[src/rtl/ffsk_pkg.sv]
package ffsk_pkg;

  typedef enum logic [1:0] {
    BAUD_1200 = 2'd0,
    BAUD_2400 = 2'd1,
    BAUD_4800 = 2'd2
  } baud_e;

  // strobes from control to datapath
  typedef struct packed {
    logic       run;   // transmitter active
    logic       step;  // advance phase this cycle
    logic [1:0] inc;   // phase increment for current bit
  } dp_ctrl_s;

endpackage

[src/rtl/ffsk_rate_decode.sv]
module ffsk_rate_decode
  import ffsk_pkg::*;
#(
  parameter int BASE_DIV  = 12,
  parameter int CLK_RATIO = 4,
  parameter int DIV_W     = 6
) (
  input  logic             fastClk,
  input  logic             sel1200,
  input  logic             sel4800,
  output baud_e            baud,
  output logic [DIV_W-1:0] divSel,
  output logic             badCombo
);

  localparam int SLOW_1200 = BASE_DIV;
  localparam int SLOW_2400 = BASE_DIV / 2;
  localparam int FAST_1200 = BASE_DIV * CLK_RATIO;
  localparam int FAST_2400 = BASE_DIV * CLK_RATIO / 2;
  localparam int FAST_4800 = BASE_DIV * CLK_RATIO / 4;

  always_comb begin
    badCombo = 1'b0;
    if (sel1200) begin
      baud = BAUD_1200;
    end else if (!sel4800) begin
      baud = BAUD_2400;
    end else if (fastClk) begin
      baud = BAUD_4800;
    end else begin
      baud     = BAUD_1200;   // fallback for slow clock at top rate
      badCombo = 1'b1;
    end
  end

  always_comb begin
    divSel = DIV_W'(SLOW_1200);
    if (fastClk) begin
      unique case (baud)
        BAUD_1200: divSel = DIV_W'(FAST_1200);
        BAUD_2400: divSel = DIV_W'(FAST_2400);
        default:   divSel = DIV_W'(FAST_4800);
      endcase
    end else begin
      divSel = (baud == BAUD_2400) ? DIV_W'(SLOW_2400) : DIV_W'(SLOW_1200);
    end
  end

endmodule

[src/rtl/ffsk_tx_ctrl.sv]
module ffsk_tx_ctrl
  import ffsk_pkg::*;
#(
  parameter int TICKS_PER_BIT = 70,
  parameter int DIV_W         = 6
) (
  input  logic             clk,
  input  logic             rst,
  input  logic             txEnN,
  input  logic             txData,
  input  baud_e            baudSel,
  input  logic [DIV_W-1:0] divSel,
  input  logic             badCombo,
  output dp_ctrl_s         ctrl,
  output logic             txSync,
  output logic             rateErr
);

  localparam int STEP_W   = $clog2(TICKS_PER_BIT);
  localparam int HALF_BIT = TICKS_PER_BIT / 2;

  logic             active;
  logic             dataBit;
  baud_e            baudReg;
  logic [DIV_W-1:0] divReg;
  logic [DIV_W-1:0] tickCnt;
  logic [STEP_W-1:0] stepCnt;
  logic             tickDone;
  logic             lastStep;
  logic             loadBit;

  assign tickDone = active && (tickCnt == divReg - DIV_W'(1));
  assign lastStep = (stepCnt == STEP_W'(TICKS_PER_BIT - 1));
  assign loadBit  = !active || (tickDone && lastStep);

  always_ff @(posedge clk) begin
    if (rst) begin
      active  <= 1'b0;
      dataBit <= 1'b0;
      baudReg <= BAUD_1200;
      divReg  <= divSel;
      rateErr <= 1'b0;
      tickCnt <= '0;
      stepCnt <= '0;
    end else begin
      active <= !txEnN;
      if (loadBit) begin
        dataBit <= txData;
        baudReg <= baudSel;
        divReg  <= divSel;
        rateErr <= badCombo;
      end
      if (!active) begin
        tickCnt <= '0;
        stepCnt <= '0;
      end else if (tickDone) begin
        tickCnt <= '0;
        stepCnt <= lastStep ? '0 : stepCnt + STEP_W'(1);
      end else begin
        tickCnt <= tickCnt + DIV_W'(1);
      end
    end
  end

  always_comb begin
    ctrl.run  = active;
    ctrl.step = tickDone;
    if (baudReg == BAUD_1200) ctrl.inc = dataBit ? 2'd2 : 2'd3;
    else                      ctrl.inc = dataBit ? 2'd1 : 2'd2;
  end

  assign txSync = !active || (stepCnt < STEP_W'(HALF_BIT));

endmodule

[src/rtl/ffsk_tx_datapath.sv]
module ffsk_tx_datapath
  import ffsk_pkg::*;
#(
  parameter int STEPS_PER_CYCLE = 140,
  parameter int SAMPLE_W        = 12
) (
  input  logic                       clk,
  input  logic                       rst,
  input  dp_ctrl_s                   ctrl,
  output logic signed [SAMPLE_W-1:0] sampleOut
);

  localparam int     QUARTER = STEPS_PER_CYCLE / 4;
  localparam int     PH_W    = $clog2(STEPS_PER_CYCLE);
  localparam int     IDX_W   = $clog2(QUARTER + 1);
  localparam int     MAG_W   = SAMPLE_W - 1;
  localparam longint AMP     = (longint'(1) << MAG_W) - 1;

  // rational sine approximation over the first quadrant, angle = k/STEPS turns
  function automatic logic [MAG_W-1:0] quarterMag(input int k);
    longint halfTurn, x, prod, num, den;
    halfTurn = longint'(180) * STEPS_PER_CYCLE;
    x        = longint'(k) * 360;
    prod     = x * (halfTurn - x);
    den      = longint'(40500) * STEPS_PER_CYCLE * STEPS_PER_CYCLE - prod;
    num      = 4 * AMP * prod;
    return MAG_W'((num + den / 2) / den);
  endfunction

  logic [MAG_W-1:0] quarterTab [QUARTER+1];

  for (genvar g = 0; g <= QUARTER; g++) begin : g_qtab
    assign quarterTab[g] = quarterMag(g);
  end

  logic [PH_W-1:0]  phase;
  logic [PH_W:0]    phaseSum;
  logic [IDX_W-1:0] idx;
  logic [MAG_W-1:0] mag;
  logic             negHalf;

  assign phaseSum = {1'b0, phase} + (PH_W+1)'(ctrl.inc);

  always_ff @(posedge clk) begin
    if (rst || !ctrl.run) begin
      phase <= '0;
    end else if (ctrl.step) begin
      if (phaseSum >= (PH_W+1)'(STEPS_PER_CYCLE))
        phase <= PH_W'(phaseSum - (PH_W+1)'(STEPS_PER_CYCLE));
      else
        phase <= phaseSum[PH_W-1:0];
    end
  end

  always_comb begin
    negHalf = (phase >= PH_W'(2 * QUARTER));
    if (phase < PH_W'(QUARTER))
      idx = IDX_W'(phase);
    else if (phase < PH_W'(2 * QUARTER))
      idx = IDX_W'(PH_W'(2 * QUARTER) - phase);
    else if (phase < PH_W'(3 * QUARTER))
      idx = IDX_W'(phase - PH_W'(2 * QUARTER));
    else
      idx = IDX_W'(PH_W'(4 * QUARTER) - phase);
    mag = quarterTab[idx];
    if (!ctrl.run)
      sampleOut = '0;
    else if (negHalf)
      sampleOut = -$signed({1'b0, mag});
    else
      sampleOut = $signed({1'b0, mag});
  end

endmodule

[src/rtl/ffsk_tone_mod.sv]
module ffsk_tone_mod
  import ffsk_pkg::*;
#(
  parameter int STEPS_PER_CYCLE = 140,
  parameter int SAMPLE_W        = 12,
  parameter int BASE_DIV        = 12,
  parameter int CLK_RATIO       = 4
) (
  input  logic                       clk,
  input  logic                       rst,
  input  logic                       clkRateSel,
  input  logic                       baudSel1200,
  input  logic                       baudSel4800,
  input  logic                       txEnN,
  input  logic                       txData,
  output logic                       txSync,
  output logic signed [SAMPLE_W-1:0] sampleOut,
  output logic                       sampleValid,
  output logic                       rateErr
);

  localparam int TICKS_PER_BIT = STEPS_PER_CYCLE / 2;
  localparam int DIV_W         = $clog2(BASE_DIV * CLK_RATIO + 1);

  baud_e            baudSel;
  logic [DIV_W-1:0] divSel;
  logic             badCombo;
  dp_ctrl_s         ctrl;

  ffsk_rate_decode #(
    .BASE_DIV (BASE_DIV),
    .CLK_RATIO(CLK_RATIO),
    .DIV_W    (DIV_W)
  ) rate_i (
    .fastClk (clkRateSel),
    .sel1200 (baudSel1200),
    .sel4800 (baudSel4800),
    .baud    (baudSel),
    .divSel  (divSel),
    .badCombo(badCombo)
  );

  ffsk_tx_ctrl #(
    .TICKS_PER_BIT(TICKS_PER_BIT),
    .DIV_W        (DIV_W)
  ) ctrl_i (
    .clk     (clk),
    .rst     (rst),
    .txEnN   (txEnN),
    .txData  (txData),
    .baudSel (baudSel),
    .divSel  (divSel),
    .badCombo(badCombo),
    .ctrl    (ctrl),
    .txSync  (txSync),
    .rateErr (rateErr)
  );

  ffsk_tx_datapath #(
    .STEPS_PER_CYCLE(STEPS_PER_CYCLE),
    .SAMPLE_W       (SAMPLE_W)
  ) dp_i (
    .clk      (clk),
    .rst      (rst),
    .ctrl     (ctrl),
    .sampleOut(sampleOut)
  );

  assign sampleValid = ctrl.run;

endmodule

[config.mk]
export PLATFORM = sky130hd
export DESIGN_NAME = ffsk_tone_mod
export DESIGN_NICKNAME = d
export VERILOG_FILES = /design/src/rtl/ffsk_pkg.sv /design/src/rtl/ffsk_rate_decode.sv /design/src/rtl/ffsk_tx_ctrl.sv /design/src/rtl/ffsk_tx_datapath.sv /design/src/rtl/ffsk_tone_mod.sv
export SDC_FILE = /design/constraint.sdc
export NUM_CORES = 1
export LEC_CHECK = 0
export CAP_MARGIN = 20
export CORE_UTILIZATION = 55
export DETAILED_ROUTE_END_ITERATION = 8
export GPL_TIMING_DRIVEN = 0
export PLACE_DENSITY = 0.85
export SKIP_CTS_REPAIR_TIMING = 1
export SLEW_MARGIN = 40
export SYNTH_ARGS = -nofsm -noshare
export SYNTH_HDL_FRONTEND = slang
export SYNTH_HIERARCHICAL = 1
export SYNTH_SLANG_ARGS = --single-unit
[constraint.sdc]
create_clock -name clk -period 5.5 [get_ports clk]
set_clock_uncertainty 0.15 [all_clocks]
set_input_delay 1.1 -clock clk [delete_from_list [all_inputs] [get_ports clk]]
set_output_delay 1.1 -clock clk [all_outputs]
set_load 0.02 [all_outputs]
After elaboration in Yosys (flattened, before gate mapping)
Memory sizes are Yosys's and may differ from the RTL's.
Index checks and enable logic that the tools add are counted.
{"block": "op_classes", "mux": 23, "order_cmp": 7, "n_eq_ne": 3, "reduce_logical": 12, "n_bitwise": 2, "add_sub_neg": 9}
{"operator": "2-to-1 mux 6 bit", "n": 6}
{"operator": "2-to-1 mux 12 bit", "n": 2}
{"operator": "2-to-1 mux 11 bit", "n": 2}
{"operator": "less-than comparator 8 x 7 -> 1 bit, second input constant", "n": 2}
{"operator": "negator 11 -> 12 bit", "n": 1}
{"operator": "case mux 6 bit (2 select lines)", "n": 1}
{"operator": "2-to-1 mux 2 bit", "n": 5}
{"operator": "adder 8 x 2 -> 9 bit", "n": 1}
{"operator": ">= comparator 9 x 8 -> 1 bit, second input constant", "n": 1}
{"operator": ">= comparator 8 x 7 -> 1 bit, second input constant", "n": 1}
{"operator": "less-than comparator 8 x 6 -> 1 bit, second input constant", "n": 1}
{"operator": "2-to-1 mux 8 bit", "n": 1}
{"operator": "subtractor 8 bit, second input constant", "n": 1}
{"operator": "adder 7 x 1 -> 7 bit, second input constant", "n": 1}
{"operator": "== test 7 bit, second input constant", "n": 1}
{"operator": ">= comparator 7 bit, second input constant", "n": 1}
{"operator": "less-than comparator 7 x 6 -> 1 bit, second input constant", "n": 1}
{"operator": "2-to-1 mux 7 bit", "n": 1}
{"operator": "NOT 6 -> 7 bit", "n": 1}
{"operator": "adder 6 x 1 -> 6 bit, second input constant", "n": 1}
{"operator": "== test 6 bit", "n": 1}
{"operator": "subtractor 3 x 6 -> 6 bit, first input constant", "n": 1}
{"operator": "subtractor 4 x 6 -> 6 bit, first input constant", "n": 1}
{"operator": "subtractor 6 x 1 -> 6 bit, second input constant", "n": 1}
{"operator": "other kinds (12)", "n": 20}
{"block": "totals", "input_bits": 7, "regBits": 32, "memories": 1, "out_inout_bits": 15, "mem_bits_ro": 704, "wordCells": 65}
{"name": "(name not given)", "words": 64, "width": 11, "read_ports": 1, "rd_clocked_by_memory_dff": 0, "wr": 0, "line_no": "ffsk_tx_datapath.sv:65", "source": "mag = quarterTab[idx];"}

Longest topological paths before layout
{"block": "depth", "ltp_word": 11, "mapped_depth": 22, "depth_no_buf": 19}

Hierarchy
The synthesis kept the hierarchy.
{"mod": "ffsk_tx_datapath", "seq_area_each_um2": 160.2, "n_inst": 1, "area_each_um2": 2389.8, "cells_per_inst": 336}
{"mod": "ffsk_tx_ctrl", "seq_area_each_um2": 540.5, "n_inst": 1, "area_each_um2": 1247.4, "cells_per_inst": 129}
{"mod": "ffsk_rate_decode", "seq_area_each_um2": 0.0, "n_inst": 1, "area_each_um2": 72.6, "cells_per_inst": 12}

Worst setup path after synthesis
Ideal clock, no wire load.
{"block": "synth_timing", "kind": "register -> output", "start": "reg dp_i.phase[0]", "end": "out sampleOut[10]", "arrival_ns": 4.431, "path_stages_with_launch": 22, "path_buffers": 3, "setup_slack_ns": -0.181, "required_ns": 4.250, "cell_sequence": "dfxtp_1 > clkbuf_1 > inv_1 > ha_1 > nor3b_2 > nor2_1 > or4_1 > and3_1 > clkbuf_1 > inv_1 > ha_1 > buf_1 > o21ai_0 > o221ai_1 > nor2_1 > nor2_1 > ha_1 > inv_1 > a2111o_1 > nor4_2 > nor3_1 > nor3_2"}
{"block": "synth_via", "elab_chain_cells": 11, "elab_cells_between_ends": 17, "classes_between": "add/sub: 4; order compare: 4; mux: 7; bitwise: 1; memory: 1"}
{"element": "start: declaration", "line_no": "ffsk_tx_datapath.sv:36", "source": "logic [PH_W-1:0] phase;"}
{"element": "start signal: assignment", "line_no": "ffsk_tx_datapath.sv:49", "source": "phase <= PH_W'(phaseSum - (PH_W+1)'(STEPS_PER_CYCLE));"}
{"element": "start signal: assignment", "line_no": "ffsk_tx_datapath.sv:51", "source": "phase <= phaseSum[PH_W-1:0];"}
{"element": "less-than comparator 8 x 7 -> 1 bit (tied with other cells)", "line_no": "ffsk_tx_datapath.sv:61", "source": "else if (phase < PH_W'(3 * QUARTER))"}
{"element": "2-to-1 mux 6 bit", "line_no": "ffsk_tx_datapath.sv:61"}
{"element": "2-to-1 mux 6 bit", "line_no": "ffsk_tx_datapath.sv:59", "source": "else if (phase < PH_W'(2 * QUARTER))"}
{"element": "2-to-1 mux 6 bit", "line_no": "ffsk_tx_datapath.sv:57", "source": "if (phase < PH_W'(QUARTER))"}
{"element": "NOT 6 -> 7 bit (implied by the code)", "line_no": "ffsk_tx_datapath.sv:65"}
{"element": "memory read (64 x 11 bit)"}
{"element": "2-to-1 mux 11 bit (implied by the code) (2 in a row)", "line_no": "ffsk_tx_datapath.sv:65"}
{"element": "negator 11 -> 12 bit", "line_no": "ffsk_tx_datapath.sv:69", "source": "sampleOut = -$signed({1'b0, mag});"}
{"element": "2-to-1 mux 12 bit (*)", "line_no": "ffsk_tx_datapath.sv:68", "source": "else if (negHalf)"}
{"element": "2-to-1 mux 12 bit (*)", "line_no": "ffsk_tx_datapath.sv:66", "source": "if (!ctrl.run)"}
{"element": "end: declaration", "line_no": "ffsk_tone_mod.sv:17", "source": "output logic signed [SAMPLE_W-1:0] sampleOut,"}
Every way passes the cells marked *; elsewhere a longest branch is shown, timed or not. The select of a mux whose other input is x is not followed.

Worst setup path after layout
{"block": "layout_timing", "start": "reg dp_i.phase[0]", "end": "out sampleOut[8]"}
The elaborated chain is that of the path after synthesis.

==> flow_summary.yaml <==
power:
  power_frac_comb: 0.094
  ir_drop_v: 0.000120
  p_switching_uw: 128
  p_seq_frac: 0.470
  p_int_uw: 400
  clkPwrFrac: 0.436
  leakage_uw: 0.00185
  powerDensity_mw_per_mm2: 115
  power.share.switching: 0.242
placed_design:
  place_ws_ns: -1.34
  dp_hpwl_mm: 6.89
  io_buffers: 21
  gp_congestion: 0.952
  dpl.cell_count: 575
  placed_area_mm2: 0.00402
worst_hold_path:
  holdPathStages: 2
  min-delay-start: "ctrl_i/rateErr"
  min_path_type: "flop to flop"
  holdPathEnd: "ctrl_i/rateErr"
sta:
  finalSetupTns_ns: -0.614
  fin_crit_sh: 1.04
  relSlewSlack: 0.433
  min_period_ns: 5.71
  slew_viol_final: 0
  fin_ws_ns: -0.209
  tightest_slew_ns: 0.851
  max_clock_freq_mhz: 175
  rsz0062_at_grt: "yes"
  setup_viol: 5
  hold_viol: 0
die:
  fp.dieH_um: 84.1
  coreArea_mm2: 0.00642
  die-area_mm2: 0.00708
  io_pins: 22
  rows: 29
  dieWidth_um: 84.1
  start_util: 0.578
critical_path:
  path_class: "flop to output port"
  crit_fanout: 10
  rr_endpoint: "dp_i/phase[6]"
  r2r_cells: 17
  arrival_ns: 4.46
  startpoint_type: "flop"
  cp.required_ns: 4.25
  reg2reg_from: "ctrl_i/baudReg[0]"
  reg2reg_slack_ns: 1.09
  end_kind: "output port"
logic_synthesis:
  synth-async-reset-ratio: 0
  synth_ff_type: "dfxtp_1"
  ys_seq_area_frac: 0.189
  yosysUniqueCellTypes: 81
  syn-cell-area_mm2: 0.00371
  synth-edff-count: 6
  ys_ff_latch: 32
  syn-mean-instance-area_um2: 7.78
  syn_inst: 477
  yosys_warnings: 6
  syn-num-nets: 508
finish:
  fin_area_mm2: 0.00460
  fin_cells: 609
  fillers: 443
  n_antenna_cell: 0
  final_util: 0.716
  layout-drive-gt1-share: 0.235
  syn2layout_area_growth_pct: 23.9
  final_nets: 562
cts:
  cts_buffers: 5
  cts_tree: "done"
  clkTransAtPathRegs_ns: 0.07
  clock-sinks: 32
  insertion_delay_ns: 0.29
  clock-root-buffer: "clkbuf_8"
  clockBufferDepth: 2
  cts.htree.levels: 2
global_routing:
  grt_antenna_before_repair: 0
  grt_pass1_vias: 3447
  grt_max_degree: 12
  grt_overflow: 0
  grtUsageTotal: 0.267
  grt_pass1_wl_mm: 15.9
routing:
  via_per_inst: 6.62
  first_pass_iters: 7
  drc: 2
  drt-wirelength-per-cell_um: 17.5
  vias: 4033
  drtIter0Drc: 420
  drt-total-wl_mm: 10.7
  postRouteAntennaNets: 0
flow_run:
  max_cap_viol_count: 0
status:
  outcome: "finished, violations left"
  violations: "design-rule violations, negative setup slack"
[sequential cells by signal (all words and copies together), names as in the netlist]
name	flops
ctrl_i/baudReg	2
ctrl_i/active	1
ctrl_i/rateErr	1
ctrl_i/dataBit	1
ctrl_i/divReg	6
ctrl_i/tickCnt	6
ctrl_i/stepCnt	7
dp_i/phase	8
[critical path: stages (launching register included)]
cell,delay [ns]
dfxtp_4,0.39
buf_12,0.16
clkinv_8,0.05
ha_4,0.13
nor3b_4,0.26
o211ai_1,0.15
a211o_1,0.37
a211o_4,0.39
buf_6,0.15
clkbuf_4,0.19
o21ai_1,0.19
and3_4,0.24
a21o_1,0.12
ha_2,0.19
inv_2,0.03
a2111o_1,0.44
o31ai_2,0.29
xnor2_1,0.10
nor2_1,0.13
buf_4,0.17
[stage by stage]
| step | power, µW | hold WS, ns |
|---|---|---|
| 3_5_place_dp | 302 | 0.323 |
| 6_report | 528 | 0.334 |
| 4_1_cts | 528 | 0.337 |
| 3_3_place_gp | 300 | 0.310 |
| 2_1_floorplan | 286 | 0.297 |
| 5_1_grt | 544 | 0.366 |
[cell usage in the layout (no fill, tap or decap), drive strengths merged, types with 7 or more instances in the layout]
master / count
dfxtp: 26
xnor2: 15
a21oi: 26
buf: 49
clkbuf: 21
and3: 12
inv: 21
mux2i: 11
and2: 11
o211ai: 7
nor2: 36
a211oi: 8
nand3: 15
o21ai: 29
clkdlybuf4s50: 10
xor2: 13
nand2b: 18
nor3: 26
nand2: 34
ha: 23
[worst max path at each step]
| stage | endpoint | cells after the start | from | slack [ns] |
|---|---|---|---|---|
| after floorplan | sampleOut[10] | 21 | dp_i/phase[0] | 0.01 |
| after global placement | sampleOut[10] | 23 | dp_i/phase[0] | -1.30 |
| after detailed placement | sampleOut[10] | 23 | dp_i/phase[0] | -1.34 |
| after CTS | sampleOut[10] | 23 | dp_i/phase[0] | -1.67 |
| after global routing | sampleOut[8] | 21 | dp_i/phase[0] | -0.34 |
| final | sampleOut[8] | 19 | dp_i/phase[0] | -0.21 |
[power by group through the flow]
stage               logic [µW]  clock network, µW  registers (µW)
floorplan                 33.0                  0             253
detailed placement        47.4                  0             254
global placement          45.7                  0             254
global route              54.8                240             249
finish                    49.5                230             248
CTS                       47.6                231             249
[per-layer routing]
| metal | part of all wire | GRT usage | vias up |
|---|---|---|---|
| li1 | - | - | 1865 |
| met1 | 0.41 | 0.365 | 1875 |
| met2 | 0.48 | 0.442 | 233 |
| met3 | 0.075 | 0.0236 | 60 |
| met4 | 0.033 | 0.0940 | 0 |
| met5 | 0 | 0 | - |
[cell families after synthesis]
group | after synthesis | synth area share
mux | 14 | 0.0388
other cells | 1 | 0.00101
flops | 32 | 0.189
xor+xnor | 28 | 0.0661
fa+ha+maj | 24 | 0.0830
simple gates | 186 | 0.274
buf+inv | 56 | 0.0735
compound gates | 136 | 0.275
[cells in the mapped netlist, types with 3 or more instances]
library cell,n,share of area
and2_1,10,0.017
a211o_1,4,0.0094
nand2_1,33,0.033
nor2_1,36,0.036
o21a_1,4,0.0081
or2_2,3,0.0051
a22oi_1,4,0.0081
a31oi_1,6,0.010
clkbuf_1,12,0.012
ha_1,23,0.078
o31ai_1,5,0.010
xnor2_1,15,0.035
dfxtp_1,26,0.14
a21o_1,3,0.0061
o211ai_1,7,0.014
o311ai_1,3,0.0071
mux2_2,3,0.0091
o211a_1,4,0.011
and3_1,12,0.020
nor3_1,24,0.032
o31a_1,3,0.0071
edfxtp_1,6,0.049
a2111oi_0,3,0.0071
a21boi_0,3,0.0061
buf_4,6,0.012
or3_1,5,0.0084
a21oi_1,26,0.035
nand2b_1,16,0.027
mux2i_1,11,0.030
or4_1,5,0.010
buf_6,4,0.012
inv_1,22,0.022
xor2_1,13,0.031
buf_2,8,0.011
a211oi_1,7,0.014
o21ai_0,28,0.038
nor3b_1,4,0.0081
nand3_1,15,0.020
nand4_1,4,0.0067
[final cells by class]
cell class	count	area (µm²)	share of cell area
clock inverters	3	42.5	0.00925
clock buffers	5	68.8	0.0150
flip-flops and latches	32	709	0.154
plain buffers	30	215	0.0468
repair buffers	49	403	0.0876
inverters	24	114	0.0248
well taps	77	96.3	0.0210
multi-input cells	389	2950	0.641
Power figures use the tool's default switching activity.
